--- src/rtl/line_pkg.sv ---
package line_pkg;

    typedef enum logic [2:0] {
        ST_IDLE,
        ST_SETUP,
        ST_PLOT,
        ST_STEP,
        ST_DONE
    } ras_state_t;

    typedef struct packed {
        logic swap;   // y is the major axis
        logic neg_x;  // walk x downward
        logic neg_y;  // walk y downward
    } octant_t;

endpackage

--- src/rtl/line_fold.sv ---
module line_fold
    import line_pkg::*;
#(
    parameter int CW = 16,
    localparam int DW = CW + 1
) (
    input  logic signed [CW-1:0] x0,
    input  logic signed [CW-1:0] y0,
    input  logic signed [CW-1:0] x1,
    input  logic signed [CW-1:0] y1,
    output octant_t              oct,
    output logic [DW-1:0]        major,
    output logic [DW-1:0]        minor
);
    logic signed [DW-1:0] dx, dy;
    logic [DW-1:0]        adx, ady;

    always_comb begin
        dx  = DW'(x1) - DW'(x0);
        dy  = DW'(y1) - DW'(y0);
        adx = dx[DW-1] ? DW'(-dx) : DW'(dx);
        ady = dy[DW-1] ? DW'(-dy) : DW'(dy);
        oct.neg_x = dx[DW-1];
        oct.neg_y = dy[DW-1];
        oct.swap  = (ady > adx);
        major = oct.swap ? ady : adx;
        minor = oct.swap ? adx : ady;
    end
endmodule

--- src/rtl/line_stepper.sv ---
module line_stepper #(
    parameter int DW = 17,
    localparam int EW = DW + 2
) (
    input  logic          clk,
    input  logic          rst_n,
    input  logic          init,
    input  logic          step,
    input  logic [DW-1:0] major,
    input  logic [DW-1:0] minor,
    output logic [DW-1:0] u,
    output logic [DW-1:0] v,
    output logic          last
);
    logic signed [EW-1:0] err;
    logic signed [EW-1:0] tmin, tmaj;

    assign tmin = signed'({1'b0, minor, 1'b0});
    assign tmaj = signed'({1'b0, major, 1'b0});
    assign last = (u == major);

    always_ff @(posedge clk or negedge rst_n) begin
        if (!rst_n) begin
            u   <= '0;
            v   <= '0;
            err <= '0;
        end else if (init) begin
            u   <= '0;
            v   <= '0;
            err <= tmin - signed'({2'b00, major});
        end else if (step) begin
            u <= u + 1'b1;
            if (err > 0) begin
                v   <= v + 1'b1;
                err <= err + tmin - tmaj;
            end else begin
                err <= err + tmin;
            end
        end
    end

    AST_ERR_BOUNDED: assert property (@(posedge clk) disable iff (!rst_n)
        step |-> (err >= -tmaj) && (err <= tmin));

    AST_MAJOR_ADVANCES: assert property (@(posedge clk) disable iff (!rst_n)
        step |=> (u == $past(u) + 1'b1));
endmodule

--- src/rtl/line_unfold.sv ---
module line_unfold
    import line_pkg::*;
#(
    parameter int CW = 16,
    localparam int DW = CW + 1
) (
    input  logic signed [CW-1:0] x0,
    input  logic signed [CW-1:0] y0,
    input  octant_t              oct,
    input  logic [DW-1:0]        u,
    input  logic [DW-1:0]        v,
    output logic signed [CW-1:0] px,
    output logic signed [CW-1:0] py
);
    logic signed [DW-1:0] ax, ay, sx, sy;

    always_comb begin
        ax = signed'(oct.swap ? v : u);
        ay = signed'(oct.swap ? u : v);
        sx = DW'(x0) + (oct.neg_x ? -ax : ax);
        sy = DW'(y0) + (oct.neg_y ? -ay : ay);
        px = sx[CW-1:0];
        py = sy[CW-1:0];
    end
endmodule

--- src/rtl/line_raster.sv ---
module line_raster
    import line_pkg::*;
#(
    parameter int CW  = 16,
    parameter int CLW = 16,
    localparam int DW = CW + 1
) (
    input  logic                  clk,
    input  logic                  rst_n,
    input  logic                  start_valid,
    output logic                  start_ready,
    input  logic signed [CW-1:0]  start_x0,
    input  logic signed [CW-1:0]  start_y0,
    input  logic signed [CW-1:0]  start_x1,
    input  logic signed [CW-1:0]  start_y1,
    input  logic [CLW-1:0]        start_colour,
    output logic                  out_valid,
    input  logic                  out_ready,
    output logic signed [CW-1:0]  out_x,
    output logic signed [CW-1:0]  out_y,
    output logic [CLW-1:0]        out_colour,
    output logic                  done
);
    ras_state_t state, state_nx;

    logic signed [CW-1:0] x0_q, y0_q, x1_q, y1_q;
    logic [CLW-1:0]       col_q;
    octant_t              oct;
    logic [DW-1:0]        major, minor, u, v;
    logic                 last, do_init, do_step, accept;

    assign accept = start_valid && (state == ST_IDLE);

    always_ff @(posedge clk or negedge rst_n) begin
        if (!rst_n) begin
            x0_q  <= '0;
            y0_q  <= '0;
            x1_q  <= '0;
            y1_q  <= '0;
            col_q <= '0;
        end else if (accept) begin
            x0_q  <= start_x0;
            y0_q  <= start_y0;
            x1_q  <= start_x1;
            y1_q  <= start_y1;
            col_q <= start_colour;
        end
    end

    line_fold #(.CW(CW)) u_fold (
        .x0(x0_q), .y0(y0_q), .x1(x1_q), .y1(y1_q),
        .oct(oct), .major(major), .minor(minor)
    );

    line_stepper #(.DW(DW)) u_step (
        .clk(clk), .rst_n(rst_n), .init(do_init), .step(do_step),
        .major(major), .minor(minor), .u(u), .v(v), .last(last)
    );

    line_unfold #(.CW(CW)) u_unfold (
        .x0(x0_q), .y0(y0_q), .oct(oct), .u(u), .v(v),
        .px(out_x), .py(out_y)
    );

    always_ff @(posedge clk or negedge rst_n) begin
        if (!rst_n) state <= ST_IDLE;
        else        state <= state_nx;
    end

    always_comb begin
        state_nx = state;
        unique case (state)
            ST_IDLE:  if (start_valid) state_nx = ST_SETUP;
            ST_SETUP: state_nx = ST_PLOT;
            ST_PLOT:  if (out_ready) state_nx = last ? ST_DONE : ST_STEP;
            ST_STEP:  state_nx = ST_PLOT;
            ST_DONE:  state_nx = ST_IDLE;
            default:  state_nx = ST_IDLE;
        endcase
    end

    always_comb begin
        start_ready = 1'b0;
        out_valid   = 1'b0;
        done        = 1'b0;
        do_init     = 1'b0;
        do_step     = 1'b0;
        unique case (state)
            ST_IDLE:  start_ready = 1'b1;
            ST_SETUP: do_init     = 1'b1;
            ST_PLOT:  out_valid   = 1'b1;
            ST_STEP:  do_step     = 1'b1;
            ST_DONE:  done        = 1'b1;
            default:  ;
        endcase
    end

    assign out_colour = col_q;

    AST_READY_ONLY_IDLE: assert property (@(posedge clk) disable iff (!rst_n)
        start_ready |-> !out_valid && !done);

    AST_HOLD_STALLED: assert property (@(posedge clk) disable iff (!rst_n)
        out_valid && !out_ready |=> out_valid && $stable(out_x)
            && $stable(out_y) && $stable(out_colour));

    AST_DONE_SINGLE: assert property (@(posedge clk) disable iff (!rst_n)
        done |=> !done);

    AST_DONE_AFTER_TAKE: assert property (@(posedge clk) disable iff (!rst_n)
        $rose(done) |-> $past(out_valid && out_ready));
endmodule

--- config.mk ---
export PLATFORM = sky130hd
export DESIGN_NAME = line_raster
export DESIGN_NICKNAME = d
export VERILOG_FILES = /design/src/rtl/line_pkg.sv /design/src/rtl/line_fold.sv /design/src/rtl/line_stepper.sv /design/src/rtl/line_unfold.sv /design/src/rtl/line_raster.sv
export SDC_FILE = /design/constraint.sdc
export NUM_CORES = 1
export LEC_CHECK = 0
export BUFFER_PORTS_ARGS = -buffer_cell sky130_fd_sc_hd__buf_2
export CORE_ASPECT_RATIO = 2
export CORE_UTILIZATION = 50
export DETAILED_ROUTE_END_ITERATION = 8
export GPL_TIMING_DRIVEN = 0
export PLACE_DENSITY = 0.77
export SYNTH_ARGS = -nofsm -noshare
export SYNTH_HDL_FRONTEND = slang
export SYNTH_SLANG_ARGS = --single-unit
--- constraint.sdc ---
create_clock -name clk -period 11 [get_ports clk]
set_clock_uncertainty 0.2 [all_clocks]
set_input_delay 1.1 -clock clk [delete_from_list [all_inputs] [get_ports clk]]
set_output_delay 1.1 -clock clk [all_outputs]
set_load 0.02 [all_outputs]
==> results.py <==
metrics = {
    "clock_network": {
        "cts.htree.levels": 4,
        "clk_pin_slew_ps": 60,
        "cts_hold_buf": 0,
        "cts_num_sinks": 135,
        "cts_buffer_depth": 2,
        "cts-root-buf": "clkbuf_16",
        "clock_latency_ps": 460,
        "cts_tree": "built",
        "numCtsBuffers": 17,
    },
    "synth": {
        "synthTopCellsByArea": "dfrtp_1, ha_1, xnor2_1, a21oi_1, o21ai_0",
        "synth-xor-area-share_pct": 11.0,
        "synth_warnings": 0,
        "synth_area_per_cell_um2": 7.99,
        "synth_enable_flop_cells": 0,
        "ys_ff_latch": 135,
        "ys.flop_type": "dfrtp_1",
        "syn_area_um2": 14600,
        "synth_cells": 1827,
        "synth_top_family_by_area": "compound AO/OA/AOI/OAI gates",
        "syn_nets": 2053,
        "muxShareOfSynthArea_pct": 5.56,
        "synth_adder_area_share_pct": 12.5,
        "ys_top_cells_by_count": "nand2_1, nor2_1, a21oi_1",
        "yosys.area.top_type": "dfrtp_1",
        "ys_types": 96,
        "synthMostInstantiatedCell": "nand2_1",
        "synth_async_sr_flop_share_pct": 100,
        "synth-simple-area-share_pct": 20.4,
        "synth_top_area_share_pct": 23.2,
        "synth-compound-area-share_pct": 22.6,
        "yosysSeqAreaShare_pct": 23.2,
    },
    "job": {
        "drv_cap": 0,
    },
    "timing": {
        "fin_crit_ps": 10700,
        "post-route-period-util_pct": 97.3,
        "final.setup.tns_ps": 0,
        "worstMarginPinSlew_ps": 1270,
        "worst_slack_ps": 298,
        "drv_slew": 0,
        "finalHoldViolations": 0,
        "max_clock_freq_mhz": 93.4,
        "setup_viol": 0,
        "max-slew-margin-rel_pct": 14.6,
    },
    "run_status": {
        "outcome": "completed",
    },
    "worst_setup_path": {
        "ff2ff_path_depth": 45,
        "path_max_fanout": 19,
        "crit_path_end_kind": "primary output",
        "r2r_start": "x0_q[2]",
        "slowest_stage": "xnor2_2",
        "startpoint": "y0_q[0]",
        "crit_required_ps": 9700,
        "rrSetupSlack_ps": 710,
        "critical_path_class": "flop to primary output",
        "cp-start-kind": "flop",
        "cpPeakStageDelay_ps": 500,
        "crit_end": "out_x[14]",
        "r2r_end": "u_step.err[15]",
        "arrival_ps": 9400,
    },
    "floorplanning": {
        "core_um2": 28700,
        "ios": 135,
        "dieWidth_um": 123,
        "num_rows": 88,
        "initial_core_util_pct": 50.8,
        "die_h_um": 244,
        "dieArea_um2": 29900,
    },
    "finish": {
        "fillerInstances": 2574,
        "finalInstanceArea_um2": 16800,
        "multi_input_area_um2": 10900,
        "regArea_um2": 3380,
        "n_antenna_cell": 0,
        "layout-drive-gt1-share_pct": 18.0,
        "finalNetCount": 2217,
        "syn_to_final_growth_pct": 15.4,
    },
    "detailed_routing": {
        "vias_per_cell": 6.22,
        "drt_first_iter_violations": 765,
        "ant_nets": 0,
        "wire_per_inst_um": 21.9,
        "drc": 0,
        "dr.pass1.iters": 6,
        "routed_wl_mm": 51.8,
        "vias": 14700,
    },
    "global_routing": {
        "grt_max_degree": 75,
        "antenna_found_initial": 0,
        "grt_first_pass_wirelength_mm": 78.3,
        "grt_remaining_overflow": 0,
        "grt_pass1_vias": 14700,
        "global_route.usage.total_pct": 35.2,
    },
    "place": {
        "gp_congestion": 0.987,
        "numPortBuffers": 134,
        "place_area_um2": 15700,
        "post-place-ws_ps": -1820,
        "hpwl_mm": 42.1,
    },
    "min_path": {
        "hold_path.class": "flop to flop",
    },
}
-- worst max-delay path: cells and delay by family (launching register included) --
kind	cells	cell delay, ps
AO/OA/AOI/OAI	16	3150
AND/OR/NAND/NOR	11	1620
adder cells (fa/ha/maj)	5	1500
buffers and inverters	8	1480
XOR/XNOR	2	690
flip-flops	1	460
-- sequential cells by signal, summed over array words and instances, names as in the netlist --
name / count
state: 3
u_step.err: 19
y0_q: 16
x0_q: 16
out_colour: 16
x1_q: 16
u_step.v: 16
u_step.u: 17
y1_q: 16
-- layer usage --
| layer | vias up | GRT usage [%] | share of wire, % |
|---|---|---|---|
| li1 | 6890 | - | - |
| met1 | 7058 | 32.6 | 33 |
| met2 | 544 | 63.5 | 52 |
| met3 | 223 | 5.01 | 4.1 |
| met4 | 0 | 33.6 | 11 |
| met5 | - | 0 | 0 |
-- final cells by class --
cell class	instances	area share (%)
Buffer	79	2.27
Clock buffer	17	2.53
Clock inverter	15	0.847
Inverter	99	2.21
Multi-Input combinational cell	1511	64.6
Sequential cell	135	20.1
Tap cell	360	2.68
Timing Repair Buffer	148	4.78
-- cell usage in the layout (no fill, tap or decap), types with 34 or more instances in the layout --
cell type  instances
buf_2            143
inv_1             98
nand2_1          165
clkbuf_1          49
nand3_1           38
nor3_1            61
a21oi_1          125
xnor2_1           96
nor2_1           164
dfrtp_1          134
mux2_2            49
o21ai_0          120
ha_1             130
xor2_1            67
a21o_1            34
-- worst min path at each step --
stage                   start        endpoint  cells past startpoint
5_1_grt         out_colour[2]   out_colour[2]                      1
3_3_place_gp    u_step.err[0]   u_step.err[0]                      2
3_5_place_dp    u_step.err[0]   u_step.err[0]                      2
2_1_floorplan  u_step.err[18]  u_step.err[18]                      1
6_report        u_step.err[0]   u_step.err[0]                      2
4_1_cts         u_step.err[0]   u_step.err[0]                      2
-- metrics by stage --
| stage | std cells | hold WS (ps) | util (%) |
|---|---|---|---|
| 4_1_cts | 2360 | 291 | 57.7 |
| 2_1_floorplan | 1827 | 244 | - |
| 3_3_place_gp | 2321 | 266 | 54.7 |
| 3_5_place_dp | 2322 | 277 | 54.8 |
| 5_1_grt | 2364 | 310 | 58.6 |
| 6_report | 2364 | 294 | 58.6 |
-- cells by family after synthesis --
group,after synthesis
mux,74
fa+ha+maj,142
simple gates,610
xor+xnor,178
flops,135
buf+inv,181
compound gates,507
-- repair_timing --
action / in CTS / in global routing
setup buffers: 8 / 5
endpoints found under the setup margin: 37 / 21
gates resized for setup: 52 / 56
pin swaps: 11 / 7
Power is not shown: default switching activity piles up to over one toggle a cycle in this logic, so the estimate is an artifact.
